## config.mk

```make
export PLATFORM = sky130hd
export DESIGN_NAME = cs_tx_sequencer
export DESIGN_NICKNAME = d
export VERILOG_FILES = /design/src/rtl/cs_tx_sequencer.sv
export SDC_FILE = /design/constraint.sdc
export NUM_CORES = 1
export LEC_CHECK = 0
export ABC_AREA = 1
export BUFFER_PORTS_ARGS = -buffer_cell sky130_fd_sc_hd__buf_2
export CORE_MARGIN = 4
export CORE_UTILIZATION = 44
export DETAILED_ROUTE_END_ITERATION = 8
export PLACE_DENSITY = 0.8
export SLEW_MARGIN = 20
export SYNTH_ARGS = -nofsm -noshare
export SYNTH_HDL_FRONTEND = slang
export SYNTH_SLANG_ARGS = --single-unit
```

## constraint.sdc

```tcl
create_clock -name clk -period 2.21 [get_ports clk]
set_clock_uncertainty 0.2 [all_clocks]
set_input_delay 0.221 -clock clk [delete_from_list [all_inputs] [get_ports clk]]
set_output_delay 0.221 -clock clk [all_outputs]
set_load 0.03 [all_outputs]
```

## src/rtl/cs_tx_sequencer.sv

```systemverilog
module cs_tx_sequencer #(
  parameter int WORD_W    = 32,
  parameter int NUM_WORDS = 6
) (
  input  logic                        clk,
  input  logic                        rst_n,
  input  logic                        tx_en,
  input  logic                        cs_en,
  input  logic                        frame_strobe,
  input  logic [NUM_WORDS*WORD_W-1:0] cs_block,
  output logic                        cs_bit,
  output logic                        cs_busy
);

  localparam int BW = $clog2(WORD_W);
  localparam int IW = $clog2(NUM_WORDS);
  localparam logic [BW-1:0] LAST_BIT  = BW'(WORD_W - 1);
  localparam logic [IW-1:0] LAST_WORD = IW'(NUM_WORDS - 1);

  typedef enum logic [1:0] {ST_IDLE, ST_RUN, ST_DONE} st_t;

  st_t             st;
  logic [WORD_W-1:0] shreg;
  logic [BW-1:0]     bcnt;
  logic [IW-1:0]     widx;
  logic [IW-1:0]     nidx;
  logic [WORD_W-1:0] nword;
  logic              both_en;

  assign both_en = tx_en && cs_en;
  assign nidx    = (st == ST_IDLE) ? '0 : widx + 1'b1;
  assign nword   = cs_block[int'(nidx)*WORD_W +: WORD_W];
  assign cs_bit  = cs_en && (st == ST_RUN) && shreg[0];

  always_ff @(posedge clk or negedge rst_n) begin
    if (!rst_n) begin
      st      <= ST_IDLE;
      shreg   <= '0;
      bcnt    <= '0;
      widx    <= '0;
      cs_busy <= 1'b0;
    end else begin
      case (st)
        ST_IDLE: begin
          if (frame_strobe && both_en) begin
            shreg   <= nword;
            widx    <= '0;
            bcnt    <= '0;
            cs_busy <= (NUM_WORDS > 1);
            st      <= ST_RUN;
          end
        end
        ST_RUN: begin
          if (frame_strobe) begin
            if (!both_en) begin
              st      <= ST_IDLE;
              cs_busy <= 1'b0;
            end else if (bcnt == LAST_BIT) begin
              if (widx == LAST_WORD) begin
                st <= ST_DONE;
              end else begin
                shreg <= nword;
                widx  <= nidx;
                bcnt  <= '0;
                if (nidx == LAST_WORD) cs_busy <= 1'b0;
              end
            end else begin
              shreg <= shreg >> 1;
              bcnt  <= bcnt + 1'b1;
            end
          end
        end
        ST_DONE: begin
          if (!both_en) st <= ST_IDLE;
        end
        default: st <= ST_IDLE;
      endcase
    end
  end

  // busy may only rise on a strobe that sees both enables
  assert_busy_rise_R2: assert property (@(posedge clk) disable iff (!rst_n)
    $rose(cs_busy) |-> $past(frame_strobe && tx_en && cs_en));

  // nothing in the shifter moves between frame boundaries
  assert_hold_between_strobes_R3: assert property (@(posedge clk) disable iff (!rst_n)
    !frame_strobe |=> $stable(shreg) && $stable(widx) && $stable(cs_busy));

  // word index only advances after the last bit of a word
  assert_word_step_R4: assert property (@(posedge clk) disable iff (!rst_n)
    (st == ST_RUN && frame_strobe && both_en && bcnt != LAST_BIT) |=> $stable(widx));

  // busy drops only at a frame boundary
  assert_busy_fall_R5: assert property (@(posedge clk) disable iff (!rst_n)
    $fell(cs_busy) |-> $past(frame_strobe));

  // the stopped sequence drives no status bit and no busy
  assert_done_quiet_R6: assert property (@(posedge clk) disable iff (!rst_n)
    (st == ST_DONE) |-> (!cs_bit && !cs_busy));

  // a strobe with transmit off ends the sequence
  assert_tx_off_R7: assert property (@(posedge clk) disable iff (!rst_n)
    (frame_strobe && !tx_en) |=> !cs_busy);

  // a strobe with channel status off leaves busy low
  assert_cs_off_R8: assert property (@(posedge clk) disable iff (!rst_n)
    (frame_strobe && !cs_en) |=> !cs_busy);

endmodule

```

==> impl_summary.log, run 1 <==
INFO  metric setup.worst_path.class = register to register
INFO  metric worst_hold_startpoint = cs_block[191]
INFO  metric register_clock_pin_slew_on_the_reported_worst_setup_and_hold_paths = 90 ps
INFO  metric data_arrival_time_of_the_critical_path = 2050 ps
INFO  metric first_iter_violations = 295
INFO  metric critical_path.startpoint = bcnt[0]
INFO  metric globalRouteOverflowTotal = 0
INFO  metric yosys_register_bits = 43
INFO  metric vias_per_cell = 4.77
INFO  metric total_number_of_nets_in_the_final_design = 1268
INFO  metric p_leak = 3.90 nW
INFO  metric avgRoutedWirePerCell = 11.6 µm
INFO  metric most_common_cell_after_layout_fill_and_taps_aside = nand2_1
INFO  metric total_of_endpoints_with_negative_setup_slack_in_the_final_report = 0
INFO  metric pwr_density_cell = 979 nW/µm²
INFO  metric cts_buffers = 5
INFO  metric pin_count_of_the_biggest_net_entering_global_routing = 53
INFO  metric critical_path.endpoint_type = register
INFO  metric initial_core_utilization = 0.460
INFO  metric total_wirelength_of_the_detailed_routed_design = 13900 µm
INFO  metric dr_total_vias = 5724
INFO  metric nFillCells = 1043
INFO  metric numClockSinks = 43
INFO  metric run_status = completed
INFO  metric synthesized_area = 4570 µm²
INFO  metric cells_on_worst_hold_path = 7
INFO  metric setup_repair_after_global_routing_missed_its_margin = no
INFO  metric root_driver = clkbuf_8
INFO  metric route.antenna.remaining_nets = 0
INFO  metric grt_first_pass_wirelength = 22600 µm
INFO  metric fp-row-count = 36
INFO  metric final_hold_viol_count = 0
INFO  metric worst_r2r_endpoint = bcnt[3]
INFO  metric critical_path.reg2reg.startpoint = bcnt[0]
INFO  metric clkLatencyLatePin = 300 ps
INFO  metric finalCritPeriodShare = 0.919
INFO  metric die_area = 12100 µm²
INFO  metric placement.io_buffers = 198
INFO  metric antenna_violations_before_repair = 1
INFO  metric detailedRoute.firstPassIterationCount = 5
INFO  metric layout_setup_ws = 179 ps
INFO  metric synth_fp_nets = 1091
INFO  metric yosys_cell_types = 21
INFO  metric r2r_cells = 9
INFO  metric postSynthAreaPerCell = 5.15 µm²
INFO  metric placed_cells = 1191
INFO  metric share_of_cells_above_drive_strength_1 = 0.232
INFO  metric cts_tree = done
INFO  metric ys_seq_area_frac = 0.235
INFO  metric drv_cap = 0
INFO  metric finalMaxSlewViolations = 0
INFO  metric hold_path_class = input port to register
INFO  metric max_freq = 492 MHz
INFO  metric required = 2230 ps
INFO  metric warning_count_from_the_yosys_run = 0
INFO  metric area_growth = 30.3%
INFO  metric regToRegSetupSlack = 180 ps
INFO  metric coreArea = 9950 µm²
INFO  metric pre_cts_ws = 114 ps
INFO  metric worst_slew_slack_as_a_fraction_of_its_limit = 0.633
INFO  metric floorplan.die.width = 110 µm
INFO  metric floorplan.die.height = 110 µm
INFO  metric syn_inst = 889
INFO  metric groute.usage.overall = 0.229
INFO  metric timing.critical_path.fanout_max = 33
INFO  metric remaining_drc_errors = 0
INFO  metric hold_end = shreg[31]
INFO  metric gp_routability_congestion = 0.925
INFO  metric layout.cells.most_common_list = 377 x nand2_1, 198 x buf_2, 113 x inv_1
INFO  metric fin_cells = 1201
INFO  metric vdd.ir_drop.worst = 0.648 mV
INFO  metric clock_path_buffers = 2
INFO  metric number_of_global_route_vias_before_repair = 5170
INFO  metric place_hpwl = 10500 µm
INFO  metric min_period = 2030 ps
INFO  metric htreeDepth = 2
INFO  metric setup-tns-final = 0 ps
INFO  metric setup.worst_path.start_class = register
INFO  metric post_cts_buffers = 0
INFO  metric ioPinCount = 199
INFO  metric max_slew.worst_pin.slew = 550 ps
kinds of logic (layout without fill, tap and decap cells):
family | after synthesis | in the layout | share of synthesized area
AND/OR/NAND/NOR | 622 | 622 | 0.551
buffers and inverters | 172 | 350 | 0.147
adder cells (fa/ha/maj) | 5 | 5 | 0.0137
AO/OA/AOI/OAI | 47 | 47 | 0.0528
flip-flops | 43 | 43 | 0.235
other | 0 | 1 | 0
worst max-delay path, stage by stage, from the launching register on:
cell     delay [ps]
dfrtp_1         380
ha_1            180
inv_1            70
nor3_2          170
ha_1            250
nand3_1         110
nand2_2         120
buf_12          180
a21oi_1          80
nor3b_1         210
metal layers:
| metal | track usage | wire length, µm | share of wire | vias to the layer above |
|---|---|---|---|---|
| li1 | - | - | - | 3048 |
| met1 | 0.283 | 5980 | 0.43 | 2472 |
| met2 | 0.419 | 6650 | 0.48 | 188 |
| met3 | 0.0393 | 1100 | 0.079 | 16 |
| met4 | 0.0401 | 167 | 0.012 | 0 |
| met5 | 0 | 0 | 0 | - |
flip-flops by register name (all words and copies together) (netlist names):
register and count:
widx 3, cs_busy 1, bcnt 5, st 2, shreg 32
power breakdown:
group | internal (mW) | switching [mW]
clock | 0.343 | 0.299
combinational | 1.43 | 2.41
sequential | 1.13 | 0.219
per-stage QoR:
stage                     utilization  hold slack (ps)  power [mW]  area [µm²]
after global routing            0.599              126        6.49        5960
after global placement          0.584              130        5.15        5820
after CTS                       0.597             84.3        5.87        5940
final                           0.599             92.7        5.83        5960
after detailed placement        0.584              135        5.20        5820
after floorplan                     -             -275        4.01        4570
cell usage after synthesis (all sizes together):
library cell | n | area (µm²)
inv | 115 | 432
nand4 | 2 | 12.5
nand2 | 380 | 1430
ha | 5 | 62.6
nand3 | 100 | 505
clkbuf | 38 | 143
nor3 | 34 | 170
buf | 18 | 95.1
a21oi | 33 | 165
nor2 | 105 | 399
o21ai | 12 | 63.8
clkinv | 1 | 3.75
nor3b | 1 | 7.51
o22ai | 2 | 12.5
dfrtp | 43 | 1080
final cells by class:
type,instances,area (µm²),area share
Clock buffer,5,68.8,0.0115
Sequential cell,43,1080,0.181
Multi-Input combinational cell,674,2860,0.479
Clock inverter,3,47.5,0.00798
Tap cell,133,166,0.0279
Inverter,116,435,0.0731
Timing Repair Buffer,226,1300,0.219
Antenna cell,1,2.50,0.000420
worst max-delay path by stage:
stage	slack [ps]	cells after the start	to
after detailed placement	110	10	bcnt[0]
final	180	9	bcnt[3]
after CTS	90	9	bcnt[3]
after global placement	210	9	bcnt[3]
after global routing	40	10	widx[0]
after floorplan	90	11	shreg[31]
what timing repair did:
item	CTS	global route
hold buffers	1	0
gates resized for setup	0	4
hold endpoints to repair	43	0
setup endpoints to repair	0	22
(Power assumes the default switching activity.)
==> run 2: changes to the inputs <==
--- a/config.mk
+++ b/config.mk
@@ -10,7 +10,8 @@
 export CORE_MARGIN = 4
 export CORE_UTILIZATION = 44
 export DETAILED_ROUTE_END_ITERATION = 8
-export PLACE_DENSITY = 0.8
+export PLACE_DENSITY = 0.78
+export REMOVE_ABC_BUFFERS = 1
 export SLEW_MARGIN = 20
 export SYNTH_ARGS = -nofsm -noshare
 export SYNTH_HDL_FRONTEND = slang
==> run 2 against run 1 <==
  * Non-clock buffer count unchanged
  * Clock power rose by 14%
  * First-iteration DRC count fell by 5.1%
  * Hold slack gained 22 ps
  * Total power increased by 0.93%
  * Sequential cell count unchanged
  * Final area up 0.48%
  * Critical path type unchanged
  * Largest cell class unchanged
==> impl_summary.log, run 2 (synthesized netlist as in run 1, its figures left out) <==
INFO  metric route.antenna.remaining_nets = 0
INFO  metric placed_cells = 1191
INFO  metric clock_power_share = 0.124
INFO  metric ioPinCount = 199
INFO  metric gp_routability_congestion = 0.902
INFO  metric drv_cap = 0
INFO  metric critical_path.endpoint_type = register
INFO  metric run_status = completed
INFO  metric critical_path.max_stage_delay = 380 ps
INFO  metric critical_path.reg2reg.startpoint = bcnt[0]
INFO  metric groute.usage.overall = 0.222
INFO  metric total_of_endpoints_with_negative_setup_slack_in_the_final_report = 0
INFO  metric timing.critical_path.buf_inv = 2
INFO  metric reg.largest.list = shreg (32), bcnt (5), widx (3)
INFO  metric initial_core_utilization = 0.460
INFO  metric cells_on_worst_hold_path = 7
INFO  metric finalCritPeriodShare = 0.924
INFO  metric total_wirelength_of_the_detailed_routed_design = 13700 µm
INFO  metric remaining_drc_errors = 0
INFO  metric register_clock_pin_slew_on_the_reported_worst_setup_and_hold_paths = 90 ps
INFO  metric worst_hold_startpoint = cs_block[143]
INFO  metric globalRouteOverflowTotal = 0
INFO  metric max_slew.worst_pin.slew = 610 ps
INFO  metric vias_per_cell = 4.72
INFO  metric dr_total_vias = 5664
INFO  metric antennaDiodeCount = 0
INFO  metric cts_tree = done
INFO  metric placement.io_buffers = 198
INFO  metric min_period = 2040 ps
INFO  metric power.share.sequential = 0.230
INFO  metric timing.critical_path.cells = ha_1 -> inv_1 -> nor3_4 -> ha_2 -> nand3_1 -> nand2_4 -> buf_4 -> nor2_1 -> nand2_1 -> nand2_1
INFO  metric clkLatencyLatePin = 300 ps
INFO  metric p_leak = 3.91 nW
INFO  metric cts_buffers = 5
INFO  metric data_arrival_time_of_the_critical_path = 2030 ps
INFO  metric root_driver = clkbuf_8
INFO  metric design_power_total = 5.89 mW
INFO  metric critical_path.most_common_cell = nand2_1
INFO  metric setup.worst_path.class = register to register
INFO  metric max_reg_flops = 32
INFO  metric switchingPower = 2.90 mW
INFO  metric required = 2200 ps
INFO  metric worst_r2r_endpoint = shreg[24]
INFO  metric number_of_global_route_vias_before_repair = 4982
INFO  metric antenna_violations_before_repair = 0
INFO  metric final_hold_viol_count = 0
INFO  metric first_iter_violations = 280
INFO  metric clock_path_buffers = 2
INFO  metric coreArea = 9950 µm²
INFO  metric crit_slowest_cell = dfrtp_1
INFO  metric pwr_density_cell = 983 nW/µm²
INFO  metric p_int = 2.99 mW
INFO  metric numClockSinks = 43
INFO  metric grt_first_pass_wirelength = 22200 µm
INFO  metric layout.cells.most_common_list = 377 x nand2_1, 198 x buf_2, 113 x inv_1
INFO  metric htreeDepth = 2
INFO  metric total_number_of_nets_in_the_final_design = 1268
INFO  metric finalMaxSlewViolations = 0
INFO  metric worst_slew_slack_as_a_fraction_of_its_limit = 0.593
INFO  metric die_area = 12100 µm²
INFO  metric floorplan.die.width = 110 µm
INFO  metric hold_end = shreg[15]
INFO  metric vdd.ir_drop.worst = 0.439 mV
INFO  metric power.share.combinational = 0.646
INFO  metric most_common_cell_after_layout_fill_and_taps_aside = nand2_1
INFO  metric worst_path_dominant_cell_family = simple AND/OR/NAND/NOR gates
INFO  metric timing.critical_path.fanout_max = 17
INFO  metric fp-row-count = 36
INFO  metric floorplan.die.height = 110 µm
INFO  metric pin_count_of_the_biggest_net_entering_global_routing = 69
INFO  metric detailedRoute.firstPassIterationCount = 5
INFO  metric hold_path_class = input port to register
INFO  metric hold_slack = 115 ps
INFO  metric switching_share = 0.492
INFO  metric r2r_cells = 10
INFO  metric setup-tns-final = 0 ps
INFO  metric place_hpwl = 10200 µm
INFO  metric area_growth = 30.9%
INFO  metric timing.critical_path.depth = 10
INFO  metric fin_cells = 1200
INFO  metric share_of_cells_above_drive_strength_1 = 0.231
INFO  metric avgRoutedWirePerCell = 11.4 µm
INFO  metric max_freq = 490 MHz
INFO  metric setup.worst_path.start_class = register
INFO  metric regMostFlops = shreg
INFO  metric regToRegSetupSlack = 170 ps
run 2: cell types whose count changed in the layout (fill, tap and decap cells not counted), moves of 2 or more:
cell     delta
nor2_4      +2
dfrtp_2     -2
dfrtp_1     +2
buf_6       +2
nor2_2      -2
run 2: timing repair:
item	CTS	global route
gates resized for setup	0	6
hold buffers	1	0
hold endpoints to repair	23	0
setup endpoints to repair	0	35
setup buffers	0	0
run 2: stage by stage:
step                       util  instance area, µm²  setup WS [ps]
after detailed placement  0.584                5810           65.4
final                     0.601                5990            169
after CTS                 0.599                5960           27.8
after global routing      0.601                5990        -0.0875
after floorplan               -                4340          -1970
after global placement    0.584                5810            149
run 2: how the worst max path moves through the flow:
stage / start / end / slack (ps)
detailed placement: bcnt[0] / bcnt[3] / 70
floorplan: st[0] / shreg[0] / -1970
global route: bcnt[0] / shreg[10] / -0.09
CTS: bcnt[0] / bcnt[3] / 30
finish: bcnt[0] / shreg[24] / 170
global placement: bcnt[0] / bcnt[3] / 150
run 2: area by class of cell:
| cell class | count | area (µm²) |
|---|---|---|
| Multi-Input combinational cell | 674 | 2870 |
| Clock inverter | 3 | 67.6 |
| Sequential cell | 43 | 1080 |
| Clock buffer | 5 | 68.8 |
| Inverter | 116 | 435 |
| Tap cell | 133 | 166 |
| Timing Repair Buffer | 226 | 1300 |
| Fill cell | 1047 | 3970 |
run 2: worst min-delay path: cells and delay by family:
| family | cells | cell delay (ps) |
|---|---|---|
| buffers and inverters | 1 | 70 |
| AO/OA/AOI/OAI | 1 | 60 |
| AND/OR/NAND/NOR | 5 | 240 |
run 2: per-layer routing:
metal,up-vias,GRT usage,wire length (µm)
met2,173,0.412,6630
met3,12,0.0258,893
li1,3059,-,-
met5,-,0,0
met1,2420,0.275,6070
met4,0,0.0410,126
run 2: power by group through the flow:
stage / sequential (mW) / clock, mW / combinational, mW
floorplan: 1.31 / 0 / 2.60
CTS: 1.35 / 0.742 / 3.84
detailed placement: 1.36 / 0 / 3.83
finish: 1.36 / 0.728 / 3.80
global route: 1.40 / 0.774 / 4.42
global placement: 1.36 / 0 / 3.78
==> run 3: changes to the inputs <==
--- a/config.mk
+++ b/config.mk
@@ -5,10 +5,9 @@
 export SDC_FILE = /design/constraint.sdc
 export NUM_CORES = 1
 export LEC_CHECK = 0
-export ABC_AREA = 1
 export BUFFER_PORTS_ARGS = -buffer_cell sky130_fd_sc_hd__buf_2
 export CORE_MARGIN = 4
-export CORE_UTILIZATION = 44
+export CORE_UTILIZATION = 42
 export DETAILED_ROUTE_END_ITERATION = 8
 export PLACE_DENSITY = 0.78
 export REMOVE_ABC_BUFFERS = 1
==> run 3 against run 2 <==
  * Routed wire length grew 1.7%
  * Synthesized cell count shrank 50%
  * Final area shrank 6.5%
  * Die area shrank 9.8%
  * Global-route usage grew 1.6 points
  * Sequential power shrank 18%
  * Via count shrank 21%
  * Final cell count shrank 37%
  * Clock power grew 1%
==> impl_summary.log, run 3 <==
INFO  metric muxShareOfSynthArea = 0.192
INFO  metric setup_repair_after_global_routing_missed_its_margin = yes
INFO  metric area_growth = 43.4%
INFO  metric grt_first_pass_wirelength = 21800 µm
INFO  metric post_synth_most_frequent_cells = 66 x a21oi_1, 64 x mux2_2, 64 x o22ai_1, 43 x dfrtp_1, 36 x nor2_1
INFO  metric placed_cells = 731
INFO  metric required = 2190 ps
INFO  metric pwr_density_cell = 613 nW/µm²
INFO  metric p_leak = 2.65 nW
INFO  metric worst_slew_slack_as_a_fraction_of_its_limit = 0.472
INFO  metric regMostFlops = shreg
INFO  metric vias_per_cell = 5.92
INFO  metric dr_total_vias = 4462
INFO  metric gp_routability_congestion = 0.836
INFO  metric remaining_drc_errors = 0
INFO  metric route.antenna.remaining_nets = 0
INFO  metric floorplan.die.height = 104 µm
INFO  metric total_wirelength_of_the_detailed_routed_design = 14000 µm
INFO  metric synth_simple_gate_area_frac = 0.0795
INFO  metric min_period = 2210 ps
INFO  metric worst_hold_startpoint = tx_en
INFO  metric max_reg_flops = 32
INFO  metric antenna_violations_before_repair = 0
INFO  metric setup.worst_path.class = register to register
INFO  metric cts_tree = done
INFO  metric placement.io_buffers = 198
INFO  metric r2r_cells = 9
INFO  metric reg.largest.list = shreg (32), bcnt (5), widx (3)
INFO  metric synth_area_leader_cell = dfrtp_1
INFO  metric hold_path_class = input port to register
INFO  metric setup.worst_path.start_class = register
INFO  metric cells_on_worst_hold_path = 3
INFO  metric numClockSinks = 43
INFO  metric yosys_register_bits = 43
INFO  metric final_hold_viol_count = 0
INFO  metric first_iter_violations = 187
INFO  metric htreeDepth = 2
INFO  metric critical_path.reg2reg.startpoint = bcnt[1]
INFO  metric synth_top_cells_by_area = dfrtp_1 28%, mux2_2 18%, o22ai_1 10%
INFO  metric hold_slack = 108 ps
INFO  metric clkLatencyLatePin = 300 ps
INFO  metric clock_path_buffers = 2
INFO  metric data_arrival_time_of_the_critical_path = 2190 ps
INFO  metric critical_path.startpoint = bcnt[1]
INFO  metric fin_cells = 754
INFO  metric total_of_endpoints_with_negative_setup_slack_in_the_final_report = 0
INFO  metric syn_inst = 443
INFO  metric finalCritPeriodShare = 0.998
INFO  metric groute.usage.overall = 0.238
INFO  metric globalRouteOverflowTotal = 0
INFO  metric place_hpwl = 10100 µm
INFO  metric post_synth_xor_area_fraction = 0.00224
INFO  metric fp-row-count = 34
INFO  metric vdd.ir_drop.worst = 0.389 mV
INFO  metric main_combinational_cell_family_by_area_after_synthesis = compound AO/OA/AOI/OAI gates
INFO  metric number_of_global_route_vias_before_repair = 4600
INFO  metric drv_cap = 0
INFO  metric most_instantiated_library_cell_after_synthesis = a21oi_1
INFO  metric async_flop_share = 1.00
INFO  metric synth_compound_gate_area_share = 0.363
INFO  metric ioPinCount = 199
INFO  metric die_area = 10900 µm²
INFO  metric yosysTopAreaCellShare = 0.276
INFO  metric finalMaxSlewViolations = 0
INFO  metric timing.critical_path.fanout_max = 5
INFO  metric critical_path.endpoint_type = register
INFO  metric total_number_of_nets_in_the_final_design = 847
INFO  metric layout.cells.most_common_list = 198 x buf_2, 64 x mux2_2, 62 x a21oi_1
INFO  metric max_freq = 454 MHz
INFO  metric warning_count_from_the_yosys_run = 0
INFO  metric most_common_cell_after_layout_fill_and_taps_aside = buf_2
INFO  metric share_of_cells_above_drive_strength_1 = 0.536
INFO  metric postSynthAreaPerCell = 8.81 µm²
INFO  metric avgRoutedWirePerCell = 18.5 µm
INFO  metric register_clock_pin_slew_on_the_reported_worst_setup_and_hold_paths = 80 ps
INFO  metric synth_area_in_adders = 0.0160
INFO  metric ys_seq_area_frac = 0.276
INFO  metric max_slew.worst_pin.slew = 791 ps
INFO  metric pin_count_of_the_biggest_net_entering_global_routing = 35
INFO  metric initial_core_utilization = 0.439
INFO  metric detailedRoute.firstPassIterationCount = 5
INFO  metric yosys_cell_types = 41
INFO  metric run_status = completed
INFO  metric coreArea = 8890 µm²
INFO  metric cts_buffers = 5
INFO  metric antennaDiodeCount = 0
INFO  metric postSynth.topFlopCell = dfrtp_1
INFO  metric synthesized_area = 3900 µm²
INFO  metric floorplan.die.width = 104 µm
INFO  metric synth-edff-count = 0
INFO  metric root_driver = clkbuf_8
-- run 3: worst paths after layout --
kind                              to  slack (ps)
max                        shreg[31]           5
max in group asynchronous  shreg[17]         820
max reg2reg                shreg[31]           5
min in group asynchronous  shreg[29]         350
min                            st[1]         110
min reg2reg                  bcnt[3]         290
-- run 3: critical path: stages (launching register included) --
cell and delay (ps):
dfrtp_1 390, ha_2 190, and3_4 190, ha_4 160
buf_6 120, a21boi_2 150, o21bai_2 190, buf_6 170
a21oi_2 30, a221o_1 290
-- run 3: per-stage QoR --
step	total power, mW	util	cell area (µm²)	setup WS [ps]	TNS (ps)
after global routing	3.62	0.630	5600	-28.6	-363
after global placement	2.51	0.572	5090	3.33	0
after floorplan	1.99	-	3640	-1710	-54970
final	3.43	0.630	5600	4.96	0
after detailed placement	2.55	0.572	5090	-98.7	-2170
after CTS	3.33	0.605	5380	-24.5	-214
-- run 3: repair_timing --
item | 4_1_cts | 5_1_grt
setup buffers | 3 | 6
resized for setup | 20 | 27
cloned | 3 | 1
setup endpoints to repair | 33 | 34
hold buffers | 2 | 0
hold endpoints to repair | 34 | 0
pin swaps | 2 | 8
-- run 3: where the power goes --
part | internal (mW) | total, mW | leakage [nW] | switching, mW
logic | 0.847 | 1.58 | 2.09 | 0.735
clock network | 0.452 | 0.735 | 0.0654 | 0.283
registers | 0.964 | 1.11 | 0.497 | 0.149
total | 2.26 | 3.43 | 2.65 | 1.17
-- run 3: cell type report --
class                      count  area [µm²]
clock inverter                 2        60.1
clock buffer                   6        72.6
inverter                       4        15.0
sequential                    43        1080
tap                          108         135
timing repair buffer         242        1500
fill                         763        3290
multi-input combinational    349        2730
-- run 3: metal layers --
layer  GRT usage  part of all wire  vias to the layer above
met5           0                 0                        -
met4      0.0617             0.010                        0
met3      0.0441             0.074                       15
met2       0.424              0.51                      199
met1       0.293              0.40                     2118
li1            -                 -                     2130
-- run 3: logic make-up (layout without fill, tap and decap cells) --
family,Yosys count,after routing
AOI/OAI and AO/OA,208,209
xor gates and xnor gates,1,1
adders and majority gates,5,5
buffers and inverters,52,254
DFF,43,43
muxes,67,67
and+or+nand+nor,67,67
